### src/rtl/coh_pkg.sv
package coh_pkg;
  typedef logic [2:0] lstate_t;
  localparam lstate_t ST_I = 3'b000;
  localparam lstate_t ST_S = 3'b100;
  localparam lstate_t ST_E = 3'b110;
  localparam lstate_t ST_O = 3'b101;
  localparam lstate_t ST_M = 3'b111;

  typedef enum logic [1:0] {BUS_NONE = 2'd0, BUS_RD = 2'd1, BUS_RDX = 2'd2, BUS_UPG = 2'd3} bus_cmd_e;
  typedef enum logic [1:0] {LOC_RD = 2'd0, LOC_WR = 2'd1, LOC_SWPF = 2'd2, LOC_HWPF = 2'd3} loc_cmd_e;
  typedef enum logic [1:0] {RSP_RD = 2'd0, RSP_RDX = 2'd1, RSP_UPG = 2'd2, RSP_BAD = 2'd3} rsp_cmd_e;
  typedef enum logic [2:0] {SNP_RD = 3'd0, SNP_RDX = 3'd1, SNP_UPG = 3'd2, SNP_INV = 3'd3,
                            SNP_WINV = 3'd4} snp_cmd_e;
  typedef enum logic [1:0] {OP_NONE, OP_LOC, OP_RSP, OP_SNP} op_e;

  localparam int PROTO_MSI   = 0;
  localparam int PROTO_MESI  = 1;
  localparam int PROTO_MOSI  = 2;
  localparam int PROTO_MOESI = 3;
endpackage

### src/rtl/coh_op_pick.sv
module coh_op_pick
  import coh_pkg::*;
(
  input  logic [2:0] op_sel,
  output op_e        op
);
  always_comb begin
    if (op_sel[2])      op = OP_SNP;
    else if (op_sel[1]) op = OP_RSP;
    else if (op_sel[0]) op = OP_LOC;
    else                op = OP_NONE;
  end
endmodule

### src/rtl/coh_state_file.sv
module coh_state_file #(
  parameter int LINES = 16,
  parameter int SW    = 3,
  localparam int IDX_W = $clog2(LINES)
) (
  input  logic             clk,
  input  logic             rst,
  input  logic             we,
  input  logic [IDX_W-1:0] waddr,
  input  logic [SW-1:0]    wdata,
  input  logic [IDX_W-1:0] raddr,
  output logic [SW-1:0]    rdata
);
  logic [SW-1:0] mem [LINES];

  always_ff @(posedge clk) begin
    if (rst) begin
      for (int i = 0; i < LINES; i++) mem[i] <= '0;
    end else if (we) begin
      mem[waddr] <= wdata;
    end
  end

  assign rdata = mem[raddr];
endmodule

### src/rtl/coh_xition.sv
module coh_xition
  import coh_pkg::*;
#(
  parameter int PROTO    = PROTO_MOESI,
  parameter bit UPGRADES = 1'b1
) (
  input  op_e      op,
  input  lstate_t  cur,
  input  loc_cmd_e loc_cmd,
  input  rsp_cmd_e rsp_cmd,
  input  logic     rsp_shared,
  input  snp_cmd_e snp_cmd,
  output lstate_t  nxt,
  output bus_cmd_e bus,
  output logic     supply,
  output logic     shared,
  output logic     err
);
  localparam bit HAS_E = (PROTO == PROTO_MESI) || (PROTO == PROTO_MOESI);
  localparam bit HAS_O = (PROTO == PROTO_MOSI) || (PROTO == PROTO_MOESI);

  lstate_t st;
  logic    st_ok;
  lstate_t n;
  bus_cmd_e b;
  logic    sp, sh, e;

  assign st = cur & ST_M;   // only valid/writable/dirty take part

  always_comb begin
    unique case (st)
      ST_I, ST_S, ST_M: st_ok = 1'b1;
      ST_E:             st_ok = HAS_E;
      ST_O:             st_ok = HAS_O;
      default:          st_ok = 1'b0;
    endcase
  end

  always_comb begin
    n  = st;
    b  = BUS_NONE;
    sp = 1'b0;
    sh = 1'b0;
    e  = 1'b0;
    if (op != OP_NONE && !st_ok) begin
      e = 1'b1;
    end else begin
      case (op)
        OP_LOC: begin
          case (loc_cmd)
            LOC_RD: if (st == ST_I) b = BUS_RD;
            LOC_WR: begin
              if (st == ST_I) b = BUS_RDX;
              else if (st == ST_S || st == ST_O) b = UPGRADES ? BUS_UPG : BUS_RDX;
              else if (st == ST_E) n = ST_M;
            end
            default: begin
              if (st == ST_I) b = BUS_RD;
              else            e = 1'b1;
            end
          endcase
        end
        OP_RSP: begin
          case (rsp_cmd)
            RSP_RD: begin
              if (st == ST_I) n = (HAS_E && !rsp_shared) ? ST_E : ST_S;
              else            e = 1'b1;
            end
            RSP_RDX: begin
              if (st == ST_I) n = ST_M;
              else if (!UPGRADES && (st == ST_S || st == ST_O)) n = ST_M;
              else e = 1'b1;
            end
            RSP_UPG: begin
              if (UPGRADES && (st == ST_S || st == ST_O)) n = ST_M;
              else e = 1'b1;
            end
            default: e = 1'b1;
          endcase
        end
        OP_SNP: begin
          case (snp_cmd)
            SNP_RD: begin
              case (st)
                ST_S: sh = HAS_E;
                ST_E: begin sh = 1'b1; n = ST_S; end
                ST_M: begin sp = 1'b1; n = HAS_O ? ST_O : ST_S; end
                ST_O: sp = 1'b1;
                default: ;
              endcase
            end
            SNP_RDX: begin
              if (st == ST_M || st == ST_O) sp = 1'b1;
              n = ST_I;
            end
            SNP_UPG: begin
              if (st == ST_O) n = ST_I;
              else if (UPGRADES && st == ST_S) n = ST_I;
              else if (!(UPGRADES && st == ST_I)) e = 1'b1;
            end
            SNP_INV, SNP_WINV: n = ST_I;
            default: e = 1'b1;
          endcase
        end
        default: ;
      endcase
    end
  end

  always_comb begin
    nxt    = e ? st : n;
    bus    = e ? BUS_NONE : b;
    supply = sp && !e;
    shared = sh && !e;
    err    = e;
  end
endmodule

### src/rtl/coh_line_ctrl.sv
module coh_line_ctrl
  import coh_pkg::*;
#(
  parameter int LINES    = 16,
  parameter int PROTO    = PROTO_MOESI,
  parameter bit UPGRADES = 1'b1,
  localparam int IDX_W   = $clog2(LINES)
) (
  input  logic             clk,
  input  logic             rst,
  input  logic [2:0]       op_sel,
  input  logic [IDX_W-1:0] line_idx,
  input  logic [1:0]       loc_cmd,
  input  logic [1:0]       rsp_cmd,
  input  logic             rsp_shared,
  input  logic [2:0]       snp_cmd,
  output logic [1:0]       bus_cmd,
  output logic             supply_data,
  output logic             assert_shared,
  output logic             illegal,
  output logic [2:0]       line_state
);
  generate
    if (PROTO < PROTO_MSI || PROTO > PROTO_MOESI) begin : g_bad_proto
      $fatal(1, "coh_line_ctrl: PROTO out of range");
    end
    if ((PROTO == PROTO_MOSI || PROTO == PROTO_MOESI) && !UPGRADES) begin : g_bad_cfg
      $fatal(1, "coh_line_ctrl: owned-state protocols need upgrade transactions");
    end
  endgenerate

  op_e      op;
  lstate_t  cur_st;
  lstate_t  nxt_st;
  bus_cmd_e x_bus;
  logic     x_sup, x_shr, x_err;

  coh_op_pick u_pick (
    .op_sel (op_sel),
    .op     (op)
  );

  coh_state_file #(.LINES(LINES), .SW(3)) u_states (
    .clk   (clk),
    .rst   (rst),
    .we    (op != OP_NONE),
    .waddr (line_idx),
    .wdata (nxt_st),
    .raddr (line_idx),
    .rdata (cur_st)
  );

  coh_xition #(.PROTO(PROTO), .UPGRADES(UPGRADES)) u_xition (
    .op         (op),
    .cur        (cur_st),
    .loc_cmd    (loc_cmd_e'(loc_cmd)),
    .rsp_cmd    (rsp_cmd_e'(rsp_cmd)),
    .rsp_shared (rsp_shared),
    .snp_cmd    (snp_cmd_e'(snp_cmd)),
    .nxt        (nxt_st),
    .bus        (x_bus),
    .supply     (x_sup),
    .shared     (x_shr),
    .err        (x_err)
  );

  always_ff @(posedge clk) begin
    if (rst) begin
      bus_cmd       <= BUS_NONE;
      supply_data   <= 1'b0;
      assert_shared <= 1'b0;
      illegal       <= 1'b0;
      line_state    <= ST_I;
    end else begin
      bus_cmd       <= (op != OP_NONE) ? x_bus : BUS_NONE;
      supply_data   <= (op != OP_NONE) && x_sup;
      assert_shared <= (op != OP_NONE) && x_shr;
      illegal       <= (op != OP_NONE) && x_err;
      if (op != OP_NONE) line_state <= nxt_st;
    end
  end
endmodule

### config.mk
export PLATFORM = sky130hd
export DESIGN_NAME = coh_line_ctrl
export DESIGN_NICKNAME = d
export VERILOG_FILES = /design/src/rtl/coh_pkg.sv /design/src/rtl/coh_op_pick.sv /design/src/rtl/coh_state_file.sv /design/src/rtl/coh_xition.sv /design/src/rtl/coh_line_ctrl.sv
export SDC_FILE = /design/constraint.sdc
export NUM_CORES = 1
export LEC_CHECK = 0
export ABC_AREA = 1
export BUFFER_PORTS_ARGS = -buffer_cell sky130_fd_sc_hd__buf_4
export CORE_MARGIN = 10
export CORE_UTILIZATION = 50
export CTS_BUF_LIST = sky130_fd_sc_hd__clkbuf_8 sky130_fd_sc_hd__clkbuf_16
export CTS_CLUSTER_DIAMETER = 200
export DETAILED_ROUTE_END_ITERATION = 12
export GPL_TIMING_DRIVEN = 0
export PLACE_DENSITY = 0.67
export RECOVER_POWER = 100
export SYNTH_ARGS = -nofsm -noshare
export SYNTH_HDL_FRONTEND = slang
export SYNTH_SLANG_ARGS = --single-unit
export TNS_END_PERCENT = 1
### constraint.sdc
create_clock -name clk -period 2 [get_ports clk]
set_input_delay 0 -clock clk [delete_from_list [all_inputs] [get_ports clk]]
set_output_delay 0 -clock clk [all_outputs]
set_load 0.01 [all_outputs]
---- Word level (Yosys, flattened, before mapping) ----
Memories as Yosys holds them, arrays and structs flattened.
Index checks and enable logic that the tools add are counted.
operators by class
  equality and inequality tests ........... 14
  multiplexer cells ....................... 50
  bitwise operators ....................... 2
  reductions and logical operators ........ 24
operators with widths
  kind                                                             number
  3-bit two-way mux                                                12
  3-bit case mux with 3 select lines                               3
  1-bit two-way mux                                                23
  3-bit == test, second input constant                             5
  2-bit two-way mux                                                6
  5-bit OR reduction                                               2
  2-bit OR reduction                                               4
  2-bit by 1-bit == test with 1-bit output, second input constant  3
  2-bit == test, second input constant                             3
  3-bit by 2-bit == test with 1-bit output, second input constant  2
  1-bit logical AND                                                6
  3-bit zero test                                                  2
  1-bit case mux with 2 select lines                               3
  3-bit case mux with 2 select lines                               1
  3-bit OR reduction                                               2
  2-bit zero test                                                  2
  4-bit two-way mux                                                1
  4-bit OR reduction                                               1
  3-bit by 1-bit == test with 1-bit output, second input constant  1
  1-bit case mux with 3 select lines                               1
  1-bit zero test                                                  2
  1-bit logical OR                                                 2
  1-bit NOT                                                        2
  2-bit nonzero test                                               1
storage, ports and cells
  register bits ........................... 8
  memory bits (writable) .................. 48
  input bits .............................. 17
  memories ................................ 1
memories
  memory        words  bits a word  read ports  clocked after Yosys merged registers in  wr ports  RTL line              source
  u_states.mem  16     3            1           0                                        16        coh_state_file.sv:14  logic [SW-1:0] mem [LINES];

---- Logic depth before layout (Yosys ltp) ----
An unclocked memory read counts as a cell.
  word-level depth ........................ 11
  depth in mapped cells ................... 23
  depth with buffers taken out ............ 20

---- Cells and area by module ----
Synthesis repeated with hierarchy kept, for this count alone.
second synthesis, totals
  cell total of the unflattened synthesis .. 431
  area total of the unflattened synthesis .. 3184.3 sq um
modules (own cells, without submodules)
  module          times used  cells each  area an instance (sq um)
  coh_state_file  1           296         2462.4
  coh_xition      1           93          424.2
  coh_line_ctrl   1           37          279.0
  coh_op_pick     1           5           18.8

---- Worst setup path before layout ----
No wires, ideal clock.
  kind .................................... register to register
  start ................................... memory u_states.mem[3][1]
  end ..................................... memory u_states.mem[0][0], data pin
  library setup time ...................... 0.252 ns
  arrival ................................. 1.822 ns
  path slack .............................. -0.075 ns
  stages on the path, launching flop included .. 20
  clock period less this slack ............ 2.075 ns
  path through ............................ edfxtp_1 nand2_1 nand2_1 nand2_1 nand2_1 nand2_1 nand2_1 nor2_8 nand2_4 a21oi_2 nand2_1 nand2_1 nand2_1 nand2_2 nand2_1 nand2_1 and2_1 buf_6 buf_8 nor2_2
RTL lines
  what                RTL line
  start: declaration  coh_state_file.sv:14

==> run_summary.xml <==
<?xml version="1.0" encoding="UTF-8"?>
<metrics>
  <group name="status">
    <metric name="status" unit="">finished with violations</metric>
    <metric name="failed_checks" unit="">negative setup slack</metric>
  </group>
  <group name="global_routing">
    <metric name="via_count_of_the_first_global_routing_pass" unit="">2866</metric>
    <metric name="grt_usage" unit="%">16.58</metric>
    <metric name="grt_first_pass_wirelength" unit="mm">13.48</metric>
    <metric name="grt_overflow_total" unit="">0</metric>
    <metric name="grt_start_max_net_pins" unit="">18</metric>
    <metric name="grt_antenna_before_repair" unit="">0</metric>
  </group>
  <group name="power_and_ir_drop">
    <metric name="peakVddDrop" unit="mV">0.3420</metric>
    <metric name="pwr-share-seq" unit="%">50.6</metric>
    <metric name="p_int" unit="W">0.001842</metric>
    <metric name="finalPower" unit="W">0.002631</metric>
    <metric name="switching_power" unit="W">0.0007894</metric>
    <metric name="cellLeakagePower" unit="nW">1.936</metric>
    <metric name="p_sw_share" unit="%">30.00</metric>
    <metric name="combPwrFrac" unit="%">26.1</metric>
    <metric name="power_density" unit="nW/um2">658.4</metric>
    <metric name="power.share.clock" unit="%">23.4</metric>
  </group>
  <group name="finish">
    <metric name="post_layout_nonfiller_instances" unit="">576</metric>
    <metric name="layout.core_utilization" unit="%">62.94</metric>
    <metric name="layout.nets" unit="">515</metric>
    <metric name="area.growth.synth_to_final" unit="%">21.72</metric>
    <metric name="antenna_cells_inserted" unit="">0</metric>
    <metric name="layout-drive-gt1-share" unit="%">21.44</metric>
  </group>
  <group name="worst_setup_path">
    <metric name="max_stage_delay" unit="ns">0.39</metric>
    <metric name="worst_setup_path_end_kind" unit="">flip-flop</metric>
    <metric name="timing.critical_path.mode_cell" unit="">sky130_fd_sc_hd__nand2_1</metric>
    <metric name="critical-path-slowest-cell" unit="">sky130_fd_sc_hd__edfxtp_1</metric>
    <metric name="criticalPathCategory" unit="">flip-flop to flip-flop</metric>
    <metric name="critical_path.n_buffers_inverters" unit="">1</metric>
    <metric name="timing.critical_path.from_type" unit="">flip-flop</metric>
    <metric name="critPathTopFamily" unit="">simple AND/OR/NAND/NOR gates</metric>
    <metric name="cp.arrival" unit="ns">2.35</metric>
    <metric name="worst-path-max-fanout" unit="">6</metric>
    <metric name="data_required_critical_path" unit="ns">2.07</metric>
    <metric name="crit_chain" unit="">nand2_1 &gt; nand2_1 &gt; nand2_1 &gt; nand2_1 &gt; nand2_1 &gt; nand2_2 &gt; nor2_8 &gt; nand2_4 &gt; a21oi_2 &gt; nand2_1 &gt; nand2_2 &gt; nand2_2 &gt; nand2_4 &gt; nand2_2 &gt; nand2_2 &gt; and2_4 &gt; buf_8 &gt; nor2_2</metric>
  </group>
  <group name="sta">
    <metric name="fin_worst_skew" unit="ns">0.008019</metric>
    <metric name="report.final.slew_viol_count" unit="">0</metric>
    <metric name="achievable-frequency" unit="MHz">439.0</metric>
    <metric name="finalWorstPathRequiredPeriod" unit="ns">2.278</metric>
    <metric name="final.period_utilization" unit="%">113.9</metric>
    <metric name="report.final.hold_viol_count" unit="">0</metric>
    <metric name="finalWorstSetupSlack" unit="ns">-0.2778</metric>
    <metric name="finalSetupViolations" unit="">49</metric>
    <metric name="max_slew.worst_pin.slew" unit="ns">0.6285</metric>
    <metric name="timing.max_slew.rel_slack" unit="%">58.10</metric>
    <metric name="rsz0062_at_grt" unit="">true</metric>
    <metric name="fin_tns_setup" unit="ns">-8.925</metric>
  </group>
  <group name="route">
    <metric name="dr_total_vias" unit="">2909</metric>
    <metric name="firstDrtPassIters" unit="">5</metric>
    <metric name="wl_met1" unit="mm">3.632</metric>
    <metric name="drt_first_iter_violations" unit="">181</metric>
    <metric name="wire_per_inst" unit="um">14.56</metric>
    <metric name="antenna_violating_nets_post_route" unit="">0</metric>
    <metric name="drt-vias-per-instance" unit="">5.050</metric>
    <metric name="finalWirelength" unit="mm">8.384</metric>
    <metric name="drcViolationCount" unit="">0</metric>
    <metric name="met2_wirelength" unit="mm">4.205</metric>
    <metric name="wl_met3" unit="um">416</metric>
    <metric name="top_layer_in_use" unit="">met4</metric>
  </group>
  <group name="die">
    <metric name="core_region_area" unit="um2">6350</metric>
    <metric name="floorplan.die.height" unit="um">101.0</metric>
    <metric name="horizontal_extent_of_the_die" unit="um">101.0</metric>
    <metric name="io_pins" unit="">25</metric>
    <metric name="floorplan.die_area" unit="um2">10210</metric>
    <metric name="num_rows" unit="">29</metric>
    <metric name="floorplan.initialDensity" unit="%">51.70</metric>
  </group>
  <group name="synthesis">
    <metric name="mapped_area" unit="um2">3283</metric>
    <metric name="async_flop_share" unit="%">0</metric>
    <metric name="synth_top_area_share" unit="%">43.90</metric>
    <metric name="ys.flop_type" unit="">sky130_fd_sc_hd__edfxtp_1</metric>
    <metric name="synth-warning-count" unit="">0</metric>
    <metric name="cells_taking_the_most_area_after_synthesis" unit="">sky130_fd_sc_hd__edfxtp_1, sky130_fd_sc_hd__nand2_1, sky130_fd_sc_hd__inv_1, sky130_fd_sc_hd__nor2_1, sky130_fd_sc_hd__dfxtp_1</metric>
    <metric name="yosysSeqAreaShare" unit="%">48.78</metric>
    <metric name="syn_nets" unit="">461</metric>
    <metric name="postSynthAreaPerCell" unit="um2">7.394</metric>
    <metric name="synth_edf_count" unit="">48</metric>
    <metric name="synth_seq_cells" unit="">56</metric>
    <metric name="syn_inst" unit="">444</metric>
    <metric name="cell_type_with_the_largest_total_area_after_synthesis" unit="">sky130_fd_sc_hd__edfxtp_1</metric>
    <metric name="post_synth_num_cell_types" unit="">30</metric>
  </group>
  <group name="placed_design">
    <metric name="numPortBuffers" unit="">23</metric>
    <metric name="dp_hpwl" unit="mm">5.831</metric>
    <metric name="place.gp.congestion" unit="">0.9673</metric>
    <metric name="dpl.cell_count" unit="">544</metric>
    <metric name="place_ws" unit="ns">-0.4241</metric>
  </group>
  <group name="clock_tree">
    <metric name="cts.path.max_buffers" unit="">2</metric>
    <metric name="cts_clock_pin_slew_for_the_worst_setup_and_hold_paths" unit="ns">0.10</metric>
    <metric name="htree_num_levels" unit="">2</metric>
    <metric name="cts_inserted_buffers" unit="">5</metric>
    <metric name="clock_tree_from_tritoncts" unit="">done</metric>
    <metric name="numClockSinks" unit="">56</metric>
    <metric name="cts-root-buf" unit="">sky130_fd_sc_hd__clkbuf_8</metric>
    <metric name="clk-insertion-delay-late" unit="ns">0.31</metric>
  </group>
  <group name="run">
    <metric name="max_cap_viol_count" unit="">0</metric>
  </group>
  <group name="min_path">
    <metric name="hp-class" unit="">input pin to flip-flop</metric>
  </group>
</metrics>
[metrics by stage]
stage	hold WS [ns]	area, um2
2_1_floorplan	0.07230	3286
3_3_place_gp	0.2177	3555
3_5_place_dp	0.2159	3555
4_1_cts	0.04172	3837
5_1_grt	0.06022	3996
6_report	0.04984	3996
[cells in the final DEF, fill, tap and decap left out, types with 2 or more instances in the layout]
cell type,count
sky130_fd_sc_hd__edfxtp_1,48
sky130_fd_sc_hd__buf_4,31
sky130_fd_sc_hd__nand2_4,4
sky130_fd_sc_hd__dlygate4sd3_1,5
sky130_fd_sc_hd__dfxtp_1,8
sky130_fd_sc_hd__buf_2,3
sky130_fd_sc_hd__inv_2,3
sky130_fd_sc_hd__a21oi_1,3
sky130_fd_sc_hd__nand2_2,11
sky130_fd_sc_hd__o21ai_1,2
sky130_fd_sc_hd__o21ai_0,5
sky130_fd_sc_hd__buf_12,3
sky130_fd_sc_hd__nand3_1,7
sky130_fd_sc_hd__nor2_1,36
sky130_fd_sc_hd__clkbuf_8,5
sky130_fd_sc_hd__nand3_2,2
sky130_fd_sc_hd__nor2_2,22
sky130_fd_sc_hd__nor2_4,4
sky130_fd_sc_hd__buf_6,4
sky130_fd_sc_hd__clkbuf_1,11
sky130_fd_sc_hd__nor3_2,2
sky130_fd_sc_hd__nor3_1,16
sky130_fd_sc_hd__nand2_1,180
sky130_fd_sc_hd__inv_1,64
sky130_fd_sc_hd__o2111ai_1,3
[repair_timing]
item / 4_1_cts / 5_1_grt
gates cloned: 1 / 1
pin swaps: 10 / 18
hold buffers: 5 / 0
endpoints found under the hold margin: 4 / 0
gates resized for setup: 10 / 36
buffers inserted: 11 / 7
setup endpoints to repair: 46 / 77
[registers in the layout, indices dropped and copies added, names as in the netlist]
register / cells
line_state: 3
supply_data: 1
assert_shared: 1
illegal: 1
bus_cmd: 2
u_states.mem: 48
[worst min-delay path, cell delays in order]
cell,delay [ns]
sky130_fd_sc_hd__buf_4,0.11
sky130_fd_sc_hd__inv_1,0.04
sky130_fd_sc_hd__nor2_1,0.06
sky130_fd_sc_hd__nand2_1,0.08
sky130_fd_sc_hd__nor2_1,0.04
[Yosys cell counts, types with 2 or more instances]
cell type / number
sky130_fd_sc_hd__buf_6: 4
sky130_fd_sc_hd__buf_4: 2
sky130_fd_sc_hd__dfxtp_1: 8
sky130_fd_sc_hd__nand3_1: 10
sky130_fd_sc_hd__nand2_4: 2
sky130_fd_sc_hd__inv_2: 4
sky130_fd_sc_hd__o2111ai_1: 3
sky130_fd_sc_hd__buf_2: 4
sky130_fd_sc_hd__edfxtp_1: 48
sky130_fd_sc_hd__o21ai_1: 2
sky130_fd_sc_hd__nor2_1: 50
sky130_fd_sc_hd__nor2_2: 10
sky130_fd_sc_hd__a21oi_1: 3
sky130_fd_sc_hd__nor2_4: 2
sky130_fd_sc_hd__o21ai_0: 5
sky130_fd_sc_hd__clkbuf_1: 3
sky130_fd_sc_hd__nand2_2: 5
sky130_fd_sc_hd__nor3_1: 18
sky130_fd_sc_hd__inv_1: 63
sky130_fd_sc_hd__nand2_1: 188
[per-layer routing]
layer  global-route usage [%]  vias up
li1                         -     1474
met1                    20.79     1334
met2                    28.35       89
met3                    2.675       12
met4                    5.252        0
met5                        0        -
[final cells by class]
cell class,count,area (um2)
plain buffers,13,116.4
clock buffers,5,68.82
clock inverters,3,20.02
fillers,581,2354
inverters,68,265.3
multi-input cells,306,1428
flip-flops and latches,56,1602
well taps,77,96.34
repair buffers,48,400.4
[cell families after synthesis]
family	count (synthesis)	share of synthesized area, %
compound gates	17	3.240
simple gates	289	36.89
flops	56	48.78
buf+inv	82	11.09
[power groups by stage]
stage	combinational [W]	sequential, W	clock (W)
2_1_floorplan	0.000331	0.00136	0
3_3_place_gp	0.000483	0.00136	0
3_5_place_dp	0.000488	0.00136	0
4_1_cts	0.000582	0.00133	0.000623
5_1_grt	0.000745	0.00134	0.000675
6_report	0.000686	0.00133	0.000614
[final timing paths]
| path | from | to | slack [ns] | cells past startpoint |
|---|---|---|---|---|
| setup / recovery | u_states.mem[8][1] | u_states.mem[12][0] | -0.28 | 18 |
| hold / removal | loc_cmd[0] | bus_cmd[1] | 0.05 | 5 |
| setup reg to reg | u_states.mem[8][1] | u_states.mem[12][0] | -0.28 | 18 |
| hold reg to reg | line_state[0] | line_state[0] | 0.57 | 4 |
Power figures use the tool's default switching activity.
